$ cat config.mk
export PLATFORM = sky130hd
export DESIGN_NAME = fpm_dram_ctrl
export DESIGN_NICKNAME = d
export VERILOG_FILES = /design/src/rtl/fpm_pkg.sv /design/src/rtl/fpm_phase_timer.sv /design/src/rtl/fpm_row_tracker.sv /design/src/rtl/fpm_ras_window.sv /design/src/rtl/fpm_dram_ctrl.sv
export SDC_FILE = /design/constraint.sdc
export NUM_CORES = 1
export LEC_CHECK = 0
export BUFFER_PORTS_ARGS = -buffer_cell sky130_fd_sc_hd__buf_2
export CAP_MARGIN = 20
export CELL_PAD_IN_SITES_DETAIL_PLACEMENT = 1
export CELL_PAD_IN_SITES_GLOBAL_PLACEMENT = 1
export CORE_MARGIN = 5
export CORE_UTILIZATION = 45
export CTS_BUF_LIST = sky130_fd_sc_hd__clkbuf_4 sky130_fd_sc_hd__clkbuf_8
export DETAILED_ROUTE_END_ITERATION = 12
export PLACE_DENSITY = 0.92
export SLEW_MARGIN = 20
export SYNTH_ARGS = -nofsm -noshare
export SYNTH_HDL_FRONTEND = slang
export SYNTH_SLANG_ARGS = --single-unit
$ cat constraint.sdc
create_clock -name clk -period 4.3 [get_ports clk]
set_input_delay 0.43 -clock clk [delete_from_list [all_inputs] [get_ports clk]]
set_output_delay 0.43 -clock clk [all_outputs]
set_load 0.02 [all_outputs]
$ cat src/rtl/fpm_pkg.sv
// Package: shared state encoding for the fast page mode DRAM controller.
package fpm_pkg;

    // Controller sequencing states.
    typedef enum logic [2:0] {
        ST_IDLE,     // page closed, row strobe high
        ST_RCD,      // row strobe low, waiting before column strobe
        ST_CAS,      // column strobe low, access in progress
        ST_CP,       // column strobe high, precharge between pulses
        ST_OPEN,     // page open, deciding hit / close
        ST_CBR_CAS,  // refresh: column strobe low, row strobe still high
        ST_CBR_RAS   // refresh: both strobes low
    } ctrl_state_t;

endpackage

$ cat src/rtl/fpm_phase_timer.sv
// Module: fpm_phase_timer
// Down-counter that times the current controller phase.
// Assumes: load has priority; done is high while the count is zero.
module fpm_phase_timer #(
    parameter int W = 4
) (
    input  logic         clk,
    input  logic         rst_n,
    input  logic         load,
    input  logic [W-1:0] load_val,
    output logic         done
);
    logic [W-1:0] cnt;

    // Load a new phase length or count down toward zero.
    always_ff @(posedge clk) begin
        if (!rst_n)          cnt <= '0;
        else if (load)       cnt <= load_val;
        else if (cnt != '0)  cnt <= cnt - 1'b1;
    end

    assign done = (cnt == '0);
endmodule

$ cat src/rtl/fpm_row_tracker.sv
// Module: fpm_row_tracker
// Remembers which row is open and compares incoming rows against it.
// Assumes: set and clear never occur in the same cycle.
module fpm_row_tracker #(
    parameter int ROW_W = 10
) (
    input  logic             clk,
    input  logic             rst_n,
    input  logic             set,
    input  logic             clear,
    input  logic [ROW_W-1:0] row_in,
    input  logic [ROW_W-1:0] cmp_row,
    output logic             hit
);
    logic [ROW_W-1:0] open_row;
    logic             open_vld;

    // Capture the row on page open, drop validity on page close.
    always_ff @(posedge clk) begin
        if (!rst_n) begin
            open_row <= '0;
            open_vld <= 1'b0;
        end else if (set) begin
            open_row <= row_in;
            open_vld <= 1'b1;
        end else if (clear) begin
            open_vld <= 1'b0;
        end
    end

    assign hit = open_vld && (open_row == cmp_row);
endmodule

$ cat src/rtl/fpm_ras_window.sv
// Module: fpm_ras_window
// Tracks how long the row strobe has been low (age) and how long it has
// been high (precharge), and flags the minimum/maximum windows.
// Assumes: ras_fall / ras_rise pulse in the cycle the strobe register changes.
module fpm_ras_window #(
    parameter int T_RAS_MIN = 3,
    parameter int T_RAS_MAX = 3000,
    parameter int T_RP      = 2,
    parameter int CLOSE_AGE = 2990
) (
    input  logic clk,
    input  logic rst_n,
    input  logic ras_fall,
    input  logic ras_rise,
    output logic min_ok,
    output logic near_max,
    output logic rp_done
);
    localparam int AGE_W = $clog2(T_RAS_MAX + 2);
    localparam int RP_W  = $clog2(T_RP + 1);

    logic [AGE_W-1:0] age;
    logic [RP_W-1:0]  rp_left;
    logic             low_q;

    // Count clocks spent with the row strobe low, saturating.
    always_ff @(posedge clk) begin
        if (!rst_n) begin
            age   <= '0;
            low_q <= 1'b0;
        end else if (ras_fall) begin
            age   <= AGE_W'(1);
            low_q <= 1'b1;
        end else if (ras_rise) begin
            age   <= '0;
            low_q <= 1'b0;
        end else if (low_q && age != AGE_W'(T_RAS_MAX + 1)) begin
            age <= age + 1'b1;
        end
    end

    // Count down the precharge time after the row strobe rises.
    always_ff @(posedge clk) begin
        if (!rst_n)              rp_left <= RP_W'(T_RP - 1);
        else if (ras_rise)       rp_left <= RP_W'(T_RP - 1);
        else if (rp_left != '0)  rp_left <= rp_left - 1'b1;
    end

    assign min_ok   = (age >= AGE_W'(T_RAS_MIN));
    assign near_max = (age >= AGE_W'(CLOSE_AGE));
    assign rp_done  = (rp_left == '0);
endmodule

$ cat src/rtl/fpm_dram_ctrl.sv
// Module: fpm_dram_ctrl
// Host-side controller for a 1M x 8 fast page mode DRAM. It serves reads and
// early writes, keeps a row open for same-row requests, closes it on a miss,
// a refresh or the maximum row-strobe width, and runs column-before-row refresh.
// Assumes: all T_* >= 1; T_RCD + T_CAS covers the row access time;
// T_RAS_MAX is much larger than one page cycle; T_RP >= T_CP.
module fpm_dram_ctrl #(
    parameter int DRAM_AW   = 10,
    parameter int DATA_W    = 8,
    parameter int T_RAS_MIN = 3,
    parameter int T_RAS_MAX = 3000,
    parameter int T_RP      = 2,
    parameter int T_RCD     = 2,
    parameter int T_CAS     = 2,
    parameter int T_CP      = 1,
    parameter int T_CSR     = 1
) (
    input  logic                 clk,
    input  logic                 rst_n,
    input  logic                 req_valid,
    output logic                 req_ready,
    input  logic                 req_write,
    input  logic [2*DRAM_AW-1:0] req_addr,
    input  logic [DATA_W-1:0]    req_wdata,
    output logic                 rsp_valid,
    output logic [DATA_W-1:0]    rsp_rdata,
    input  logic                 ref_req,
    output logic                 ref_ack,
    output logic                 dram_ras_n,
    output logic                 dram_cas_n,
    output logic                 dram_we_n,
    output logic                 dram_oe_n,
    output logic [DRAM_AW-1:0]   dram_addr,
    output logic [DATA_W-1:0]    dram_dq_out,
    output logic                 dram_dq_oe,
    input  logic [DATA_W-1:0]    dram_dq_in
);
    import fpm_pkg::*;

    localparam int PAGE_SPAN = 1 + T_CAS + T_CP;
    localparam int CLOSE_AGE = T_RAS_MAX - PAGE_SPAN - 1;
    localparam int MAX_AB    = (T_RCD > T_CAS) ? T_RCD : T_CAS;
    localparam int MAX_CD    = (T_CP > T_CSR) ? T_CP : T_CSR;
    localparam int MAX_PH    = (MAX_AB > MAX_CD) ? MAX_AB : MAX_CD;
    localparam int PH_W      = $clog2(MAX_PH + 1);
    localparam int CHK_W     = $clog2(T_RAS_MAX + 2);

    ctrl_state_t             state;
    logic [DRAM_AW-1:0]      cur_col;
    logic                    cur_write;

    logic                    tmr_load;
    logic [PH_W-1:0]         tmr_val;
    logic                    tmr_done;
    logic                    row_hit;
    logic                    min_ok, near_max, rp_done;

    logic                    rdy_miss, rdy_hit, accepted;
    logic                    start_cbr, cbr_fire, cbr_end, close_now;
    logic                    ras_fall, ras_rise, row_set;

    wire [DRAM_AW-1:0] req_row = req_addr[2*DRAM_AW-1:DRAM_AW];
    wire [DRAM_AW-1:0] req_col = req_addr[DRAM_AW-1:0];

    fpm_phase_timer #(.W(PH_W)) i_timer (
        .clk(clk), .rst_n(rst_n), .load(tmr_load), .load_val(tmr_val),
        .done(tmr_done)
    );

    fpm_row_tracker #(.ROW_W(DRAM_AW)) i_rows (
        .clk(clk), .rst_n(rst_n), .set(row_set), .clear(ras_rise),
        .row_in(req_row), .cmp_row(req_row), .hit(row_hit)
    );

    fpm_ras_window #(
        .T_RAS_MIN(T_RAS_MIN), .T_RAS_MAX(T_RAS_MAX), .T_RP(T_RP),
        .CLOSE_AGE(CLOSE_AGE)
    ) i_window (
        .clk(clk), .rst_n(rst_n), .ras_fall(ras_fall), .ras_rise(ras_rise),
        .min_ok(min_ok), .near_max(near_max), .rp_done(rp_done)
    );

    // Decide acceptance, page close, refresh start and phase timer loads.
    always_comb begin
        rdy_miss  = (state == ST_IDLE) && rp_done && !ref_req;
        rdy_hit   = (state == ST_OPEN) && row_hit && !ref_req && !near_max;
        req_ready = rdy_miss || rdy_hit;
        accepted  = req_valid && req_ready;
        start_cbr = (state == ST_IDLE) && rp_done && ref_req;
        cbr_fire  = (state == ST_CBR_CAS) && tmr_done;
        cbr_end   = (state == ST_CBR_RAS) && min_ok;
        close_now = (state == ST_OPEN) && min_ok &&
                    (ref_req || near_max || (req_valid && !row_hit));
        row_set   = accepted && (state == ST_IDLE);
        ras_fall  = row_set || cbr_fire;
        ras_rise  = close_now || cbr_end;

        tmr_load = 1'b0;
        tmr_val  = '0;
        if (row_set) begin
            tmr_load = 1'b1;
            tmr_val  = PH_W'(T_RCD - 1);
        end else if (accepted) begin
            tmr_load = 1'b1;
            tmr_val  = '0;
        end else if (state == ST_RCD && tmr_done) begin
            tmr_load = 1'b1;
            tmr_val  = PH_W'(T_CAS - 1);
        end else if (state == ST_CAS && tmr_done) begin
            tmr_load = 1'b1;
            tmr_val  = PH_W'(T_CP - 1);
        end else if (start_cbr) begin
            tmr_load = 1'b1;
            tmr_val  = PH_W'(T_CSR - 1);
        end
    end

    // Sequence the strobes, address mux, data drive and responses.
    always_ff @(posedge clk) begin
        if (!rst_n) begin
            state       <= ST_IDLE;
            dram_ras_n  <= 1'b1;
            dram_cas_n  <= 1'b1;
            dram_we_n   <= 1'b1;
            dram_oe_n   <= 1'b1;
            dram_addr   <= '0;
            dram_dq_out <= '0;
            dram_dq_oe  <= 1'b0;
            cur_col     <= '0;
            cur_write   <= 1'b0;
            rsp_valid   <= 1'b0;
            rsp_rdata   <= '0;
            ref_ack     <= 1'b0;
        end else begin
            rsp_valid <= 1'b0;
            ref_ack   <= 1'b0;
            if (accepted) begin
                cur_col     <= req_col;
                cur_write   <= req_write;
                dram_we_n   <= !req_write;
                dram_dq_out <= req_wdata;
                dram_dq_oe  <= req_write;
            end
            case (state)
                ST_IDLE: begin
                    if (row_set) begin
                        dram_ras_n <= 1'b0;
                        dram_addr  <= req_row;
                        state      <= ST_RCD;
                    end else if (start_cbr) begin
                        dram_cas_n <= 1'b0;
                        state      <= ST_CBR_CAS;
                    end
                end
                ST_RCD: begin
                    if (tmr_done) begin
                        dram_cas_n <= 1'b0;
                        dram_addr  <= cur_col;
                        dram_oe_n  <= cur_write;
                        state      <= ST_CAS;
                    end
                end
                ST_CAS: begin
                    if (tmr_done) begin
                        if (!cur_write) begin
                            rsp_valid <= 1'b1;
                            rsp_rdata <= dram_dq_in;
                        end
                        dram_cas_n <= 1'b1;
                        dram_oe_n  <= 1'b1;
                        dram_we_n  <= 1'b1;
                        dram_dq_oe <= 1'b0;
                        state      <= ST_CP;
                    end
                end
                ST_CP: begin
                    if (tmr_done) state <= ST_OPEN;
                end
                ST_OPEN: begin
                    if (accepted) begin
                        state <= ST_RCD;
                    end else if (close_now) begin
                        dram_ras_n <= 1'b1;
                        state      <= ST_IDLE;
                    end
                end
                ST_CBR_CAS: begin
                    if (cbr_fire) begin
                        dram_ras_n <= 1'b0;
                        state      <= ST_CBR_RAS;
                    end
                end
                ST_CBR_RAS: begin
                    if (cbr_end) begin
                        dram_ras_n <= 1'b1;
                        dram_cas_n <= 1'b1;
                        ref_ack    <= 1'b1;
                        state      <= ST_IDLE;
                    end
                end
                default: state <= ST_IDLE;
            endcase
        end
    end

    // Independent strobe-width counters observed from the output pins.
    logic [CHK_W-1:0] chk_low, chk_high;

    // Count clocks the row strobe pin is seen low / high, saturating.
    always_ff @(posedge clk) begin
        if (!rst_n) begin
            chk_low  <= '0;
            chk_high <= '0;
        end else begin
            chk_low  <= dram_ras_n ? '0 :
                        (chk_low == CHK_W'(T_RAS_MAX + 1) ? chk_low : chk_low + 1'b1);
            chk_high <= !dram_ras_n ? '0 :
                        (chk_high == CHK_W'(T_RP) ? chk_high : chk_high + 1'b1);
        end
    end

    AST_RAS_MIN_LOW: assert property (@(posedge clk) disable iff (!rst_n)
        $rose(dram_ras_n) |-> chk_low >= CHK_W'(T_RAS_MIN));
    AST_RAS_PRECHARGE: assert property (@(posedge clk) disable iff (!rst_n)
        $fell(dram_ras_n) |-> chk_high >= CHK_W'(T_RP));
    AST_RAS_MAX_LOW: assert property (@(posedge clk) disable iff (!rst_n)
        chk_low <= CHK_W'(T_RAS_MAX));
    AST_ADDR_HELD_IN_CAS: assert property (@(posedge clk) disable iff (!rst_n)
        (!dram_cas_n && $past(!dram_cas_n)) |-> $stable(dram_addr));
    AST_WE_HELD_IN_CAS: assert property (@(posedge clk) disable iff (!rst_n)
        (!dram_cas_n && !dram_ras_n && $past(!dram_cas_n)) |-> $stable(dram_we_n));
    AST_NO_BUS_FIGHT: assert property (@(posedge clk) disable iff (!rst_n)
        !(dram_dq_oe && !dram_oe_n));
    AST_REFRESH_UNDRIVEN: assert property (@(posedge clk) disable iff (!rst_n)
        ($fell(dram_ras_n) && !dram_cas_n) |-> !dram_dq_oe);
    AST_CAS_FALLS_AFTER_RAS: assert property (@(posedge clk) disable iff (!rst_n)
        ($fell(dram_cas_n) && !dram_ras_n) |-> $past(!dram_ras_n));
endmodule

# Word-level counts from Yosys, hierarchy flattened
# Index checks and enable logic that the tools add are counted.
# classes
muxes	50
addsub	3
bitwise_logic	2
magnitude_cmp	2
reduce_logical	49
n_eq_ne	20
# ops
op	n
1-bit 2-to-1 mux	32
3-bit 2-to-1 mux	9
3-bit case mux with 7 select lines	1
10-bit 2-to-1 mux	2
10-bit case mux with 2 select lines	1
2-bit != test, second input constant	9
1-bit logical AND	17
2-bit nonzero test	7
12-bit by 1-bit adder with 12-bit output, second input constant	1
12-bit greater-or-equal comparator, second input constant	1
12-bit by 2-bit greater-or-equal comparator with 1-bit output, second input constant	1
12-bit != test, second input constant	1
3-bit AND reduction	4
6-bit AND reduction	2
10-bit equality test	1
3-bit equality test, second input constant	3
1-bit case mux with 4 select lines	2
4-bit nonzero test	2
7-bit AND reduction	1
3-bit by 2-bit equality test with 1-bit output, second input constant	2
1-bit logical OR	5
1-bit zero test	4
2-bit zero test	2
2-bit 2-to-1 mux	2
other kinds (12)	14
# totals
register_bits	75
input_bits	41
elab_cells	146

# Longest topological paths before layout
# depth
word_depth	10
ltp_mapped	10
mapped_depth_nobuf	7

# Hierarchy
# From an unflattened synthesis, not the netlist that was laid out.
# unflattened
cells_unflattened	389
hier_area_um2	3683.5
# modules_own_cells
mod	seq_area_each_um2	instances	cells_per_inst	area_each_um2
fpm_dram_ctrl	940.9	1	229	2195.9
fpm_ras_window	300.3	1	98	842.1
fpm_row_tracker	220.2	1	49	521.8
fpm_phase_timer	40.0	1	13	123.9

# Worst setup path before layout
# OpenSTA, ideal clock, no wires.
# synth_path
path_kind	input-to-output
startpoint	input port req_addr[10]
endpoint	output port req_ready
arrival_time_ns	1.776
path_slack_ns	2.094
stages	5
path_buffers	0
path_cell_list	xnor2_1 > nand4_1 > nor3_1 > a31oi_1 > nor3_1
# synth_via
elab_chain_cells	6
# synth_rtl
element	line_no	rtl
start: declaration	fpm_dram_ctrl.sv:23	input logic [2*DRAM_AW-1:0] req_addr,
10-bit equality test	fpm_row_tracker.sv:31	assign hit = open_vld && (open_row == cmp_row);
1-bit logical AND	fpm_row_tracker.sv:31	
1-bit logical AND (3 in series)	fpm_dram_ctrl.sv:86	rdy_hit = (state == ST_OPEN) && row_hit && !ref_req && !near_max;
1-bit logical OR	fpm_dram_ctrl.sv:87	req_ready = rdy_miss || rdy_hit;
end: declaration	fpm_dram_ctrl.sv:21	output logic req_ready,
# Every way passes these cells.

# Worst setup path in the final report
# layout_path
startpoint	register i_rows.open_row[6]
endpoint	output port req_ready
# layout_via
elab_chain_cells	6
# layout_rtl
element	line_no	rtl
start: declaration	fpm_row_tracker.sv:15	logic [ROW_W-1:0] open_row;
start signal: assignment	fpm_row_tracker.sv:24	open_row <= row_in;
10-bit equality test	fpm_row_tracker.sv:31	
1-bit logical AND	fpm_row_tracker.sv:31	
1-bit logical AND (3 in series)	fpm_dram_ctrl.sv:86	
1-bit logical OR	fpm_dram_ctrl.sv:87	
# Every way passes these cells.

==> flow_summary.toml <==
[routing]
antenna_left = 0
finalWirelength_um = 10100
first_pass_iters = 4
via_per_inst = 5.50
post_drt_wl_per_cell_um = 17.7
vias = 3149
drc = 0
drt-initial-drc-count = 154

[power]
swShare = 0.381
internal-power_mw = 1.47
p_clk_frac = 0.258
p_seq_frac = 0.395
comb_power_share = 0.346
powerDensity_mw_per_mm2 = 575
irDropWorstVdd_mv = 0.251
switching_power_mw = 0.902
power.leakage_nw = 1.75

[sta]
finalSetupViolations = 0
worst_hold_slack_ns = 0.304
fin_crit_sh = 0.652
fmax_mhz = 356
skew_ns = 0.0108
setup_tns_ns = 0
tightestPinTransition_ns = 0.986
finalHoldViolations = 0
grt_setup_unrepaired = "no"
slew_headroom = 0.340
period_minus_slack_ns = 2.81
drv_slew = 0

[synth]
synthTopCellsByArea = "dfxtp_1 43%, mux2i_1 11%, nand2_1 7.6%"
synth-xor-area-share = 0.0573
syn-num-nets = 451
yosysWarnings = 0
synthesis.area_mm2 = 0.00352
synthSimpleGateAreaFrac = 0.219
ys_seq_area_frac = 0.427
synthCells = 406
synth_edf_count = 0
synthAdderAreaFrac = 0.0142
async_reset_ff_frac = 0
syn-mean-instance-area_um2 = 8.66
synth_compound_area_frac = 0.119
synth_top_family_by_area = "simple AND/OR/NAND/NOR gates"
synth.distinct_cells = 49
ys_ff_latch = 75
synth_mux_area_frac = 0.111
synth_top_area_cell = "dfxtp_1"
synth_ff_type = "dfxtp_1"
synth_top_area_share = 0.427

[outcome]
outcome = "finished, final reports clean"

[final_layout]
n_antenna_cell = 0
final_nets = 511
drive_above_1_share = 0.219
syn2layout_area_growth_pct = 17.3

[worst_setup_path]
cp_slowest_stage_delay_ns = 0.58
path_buf_inv = 1
r2r_setup_slack_ns = 1.60
timing.rr.start = "i_window.rp_left[0]"
slowest_stage = "nor3_1"
worstPathCellList = "xnor2_1 -> nand4_1 -> nor3_1 -> a31oi_1 -> nor3_1 -> buf_2"
regToRegEndpoint = "dram_addr[6]"
crit_fanout = 5
rr_worst_depth = 7
startpoint_type = "flip-flop"
cp.depth = 6
critPathArrivalTime_ns = 2.38
timing.critical_path.to = "req_ready"
startpoint = "i_rows.open_row[6]"
worstPathRequired_ns = 3.87
cpMostUsedCell = "nor3_1"
cpLargestDelayFamily = "simple AND/OR/NAND/NOR gates"
worstSetupPathType = "flip-flop to primary output"
crit_path_end_kind = "primary output"

[global_route]
grt_max_degree = 47
grt_use_total = 0.211
antenna_found_initial = 0
overflow = 0
grt_pass1_vias = 3552
grt_pass1_wl_um = 16800

[clock_tree]
path_clk_slew_ns = 0.08
post_cts_buffers = 0
clk_latency_ns = 0.35
clock_sinks = 75
clk_path_buf_depth = 2
cts-buffers-inserted = 9
cts_resized = 0
cts.htree.levels = 3
clockRootBuffer = "clkbuf_8"
holdBufCountCts = 0
cts_tree = "done"

[floorplan]
die_area_mm2 = 0.00968
start_util = 0.457
coreArea_mm2 = 0.00769
die_h_um = 98.4
io_pins = 75
die_w_um = 98.4
rows = 32

[hold_path]
hp-class = "input port to flip-flop"

[placement]
gp_congestion = 0.781
io_buffers = 74
hpwlAfterDp_um = 6830

[job]
maxCapViolCount = 0
==> state kept, by name, indices dropped and copies added (netlist names), 2 cells and up <==
signal / flops
i_window.age: 12
cur_col: 10
dram_addr: 10
i_rows.open_row: 10
dram_dq_out: 8
rsp_rdata: 8
state: 3
i_timer.cnt: 2
i_window.rp_left: 2
==> stage by stage <==
stage	power [mW]	std cells	setup slack (ns)	util	instance area [µm²]
2_1_floorplan	1.54	406	2.09	-	3520
3_3_place_gp	1.71	557	1.62	0.508	3900
3_5_place_dp	1.76	557	1.52	0.508	3900
4_1_cts	2.38	573	1.55	0.536	4120
5_1_grt	2.50	573	1.35	0.536	4120
6_report	2.37	573	1.49	0.536	4120
==> cells by family after synthesis <==
family / count (synthesis)
adders and majority gates: 4
buffers and inverters: 41
xor gates and xnor gates: 23
DFF: 75
AOI/OAI and AO/OA: 60
muxes: 39
and+or+nand+nor: 164
==> cells in the final DEF (no fill, tap or decap), drive strengths merged, types with 6 or more instances in the layout <==
cell type and n:
nor3 18, nand2 71, buf 77, mux2i 39, nor2 33, inv 13
a21oi 23, clkbuf 10, a211oi 11, nand3 10, nand4 7, xnor2 16
xor2 7, and3 6, dfxtp 75
==> layer usage <==
layer | share of wire | vias up | wire (µm) | global-route usage
li1 | - | 1525 | - | -
met1 | 0.41 | 1526 | 4110 | 0.230
met2 | 0.52 | 75 | 5250 | 0.390
met3 | 0.046 | 23 | 470 | 0.0436
met4 | 0.029 | 0 | 293 | 0.0935
met5 | 0 | - | 0 | 0
==> power by group through the flow <==
stage	combinational [mW]	clock, mW	sequential, mW
CTS	0.828	0.613	0.937
detailed placement	0.811	0	0.950
finish	0.821	0.612	0.937
global route	0.903	0.641	0.955
floorplan	0.569	0	0.971
global placement	0.772	0	0.941
==> cell usage after synthesis, types with 3 or more instances <==
cell type / count
mux2i_1: 39
a21oi_1: 22
o31ai_1: 4
inv_1: 12
xnor2_1: 16
a211oi_1: 11
nor2_1: 33
nand4_1: 7
buf_6: 3
dfxtp_1: 75
xor2_1: 7
nand3_1: 10
buf_2: 5
a31oi_1: 3
nand2_1: 71
clkbuf_1: 19
nor2b_1: 3
ha_1: 4
and3_1: 4
o21ai_0: 4
nor3_1: 18
o211ai_1: 3
==> how the worst min path moves through the flow <==
| stage | cells past startpoint | slack, ns | start | to |
|---|---|---|---|---|
| finish | 3 | 0.30 | req_wdata[1] | dram_dq_out[1] |
| global route | 3 | 0.32 | req_addr[3] | cur_col[3] |
| CTS | 3 | 0.31 | req_wdata[1] | dram_dq_out[1] |
| detailed placement | 2 | 0.46 | dram_dq_out[1] | dram_dq_out[1] |
| global placement | 1 | 0.44 | dram_ras_n | dram_ras_n |
| floorplan | 2 | 0.44 | cur_col[0] | cur_col[0] |
==> worst register-to-register path, cell delays in order, from the launching register on <==
cell,delay (ns)
dfxtp_1,0.32
inv_1,0.06
ha_1,0.34
nand4bb_1,0.25
or3_1,0.63
nand2_1,0.67
nor2_1,0.11
a211oi_1,0.24
==> final cells by class <==
cell class / count / area (µm²)
Clock buffer: 10 / 131
Clock inverter: 6 / 87.6
Fill cell: 942 / 3560
Inverter: 13 / 48.8
Multi-Input combinational cell: 290 / 1830
Sequential cell: 75 / 1500
Tap cell: 102 / 128
Timing Repair Buffer: 77 / 393
Power figures use the tool's default switching activity.
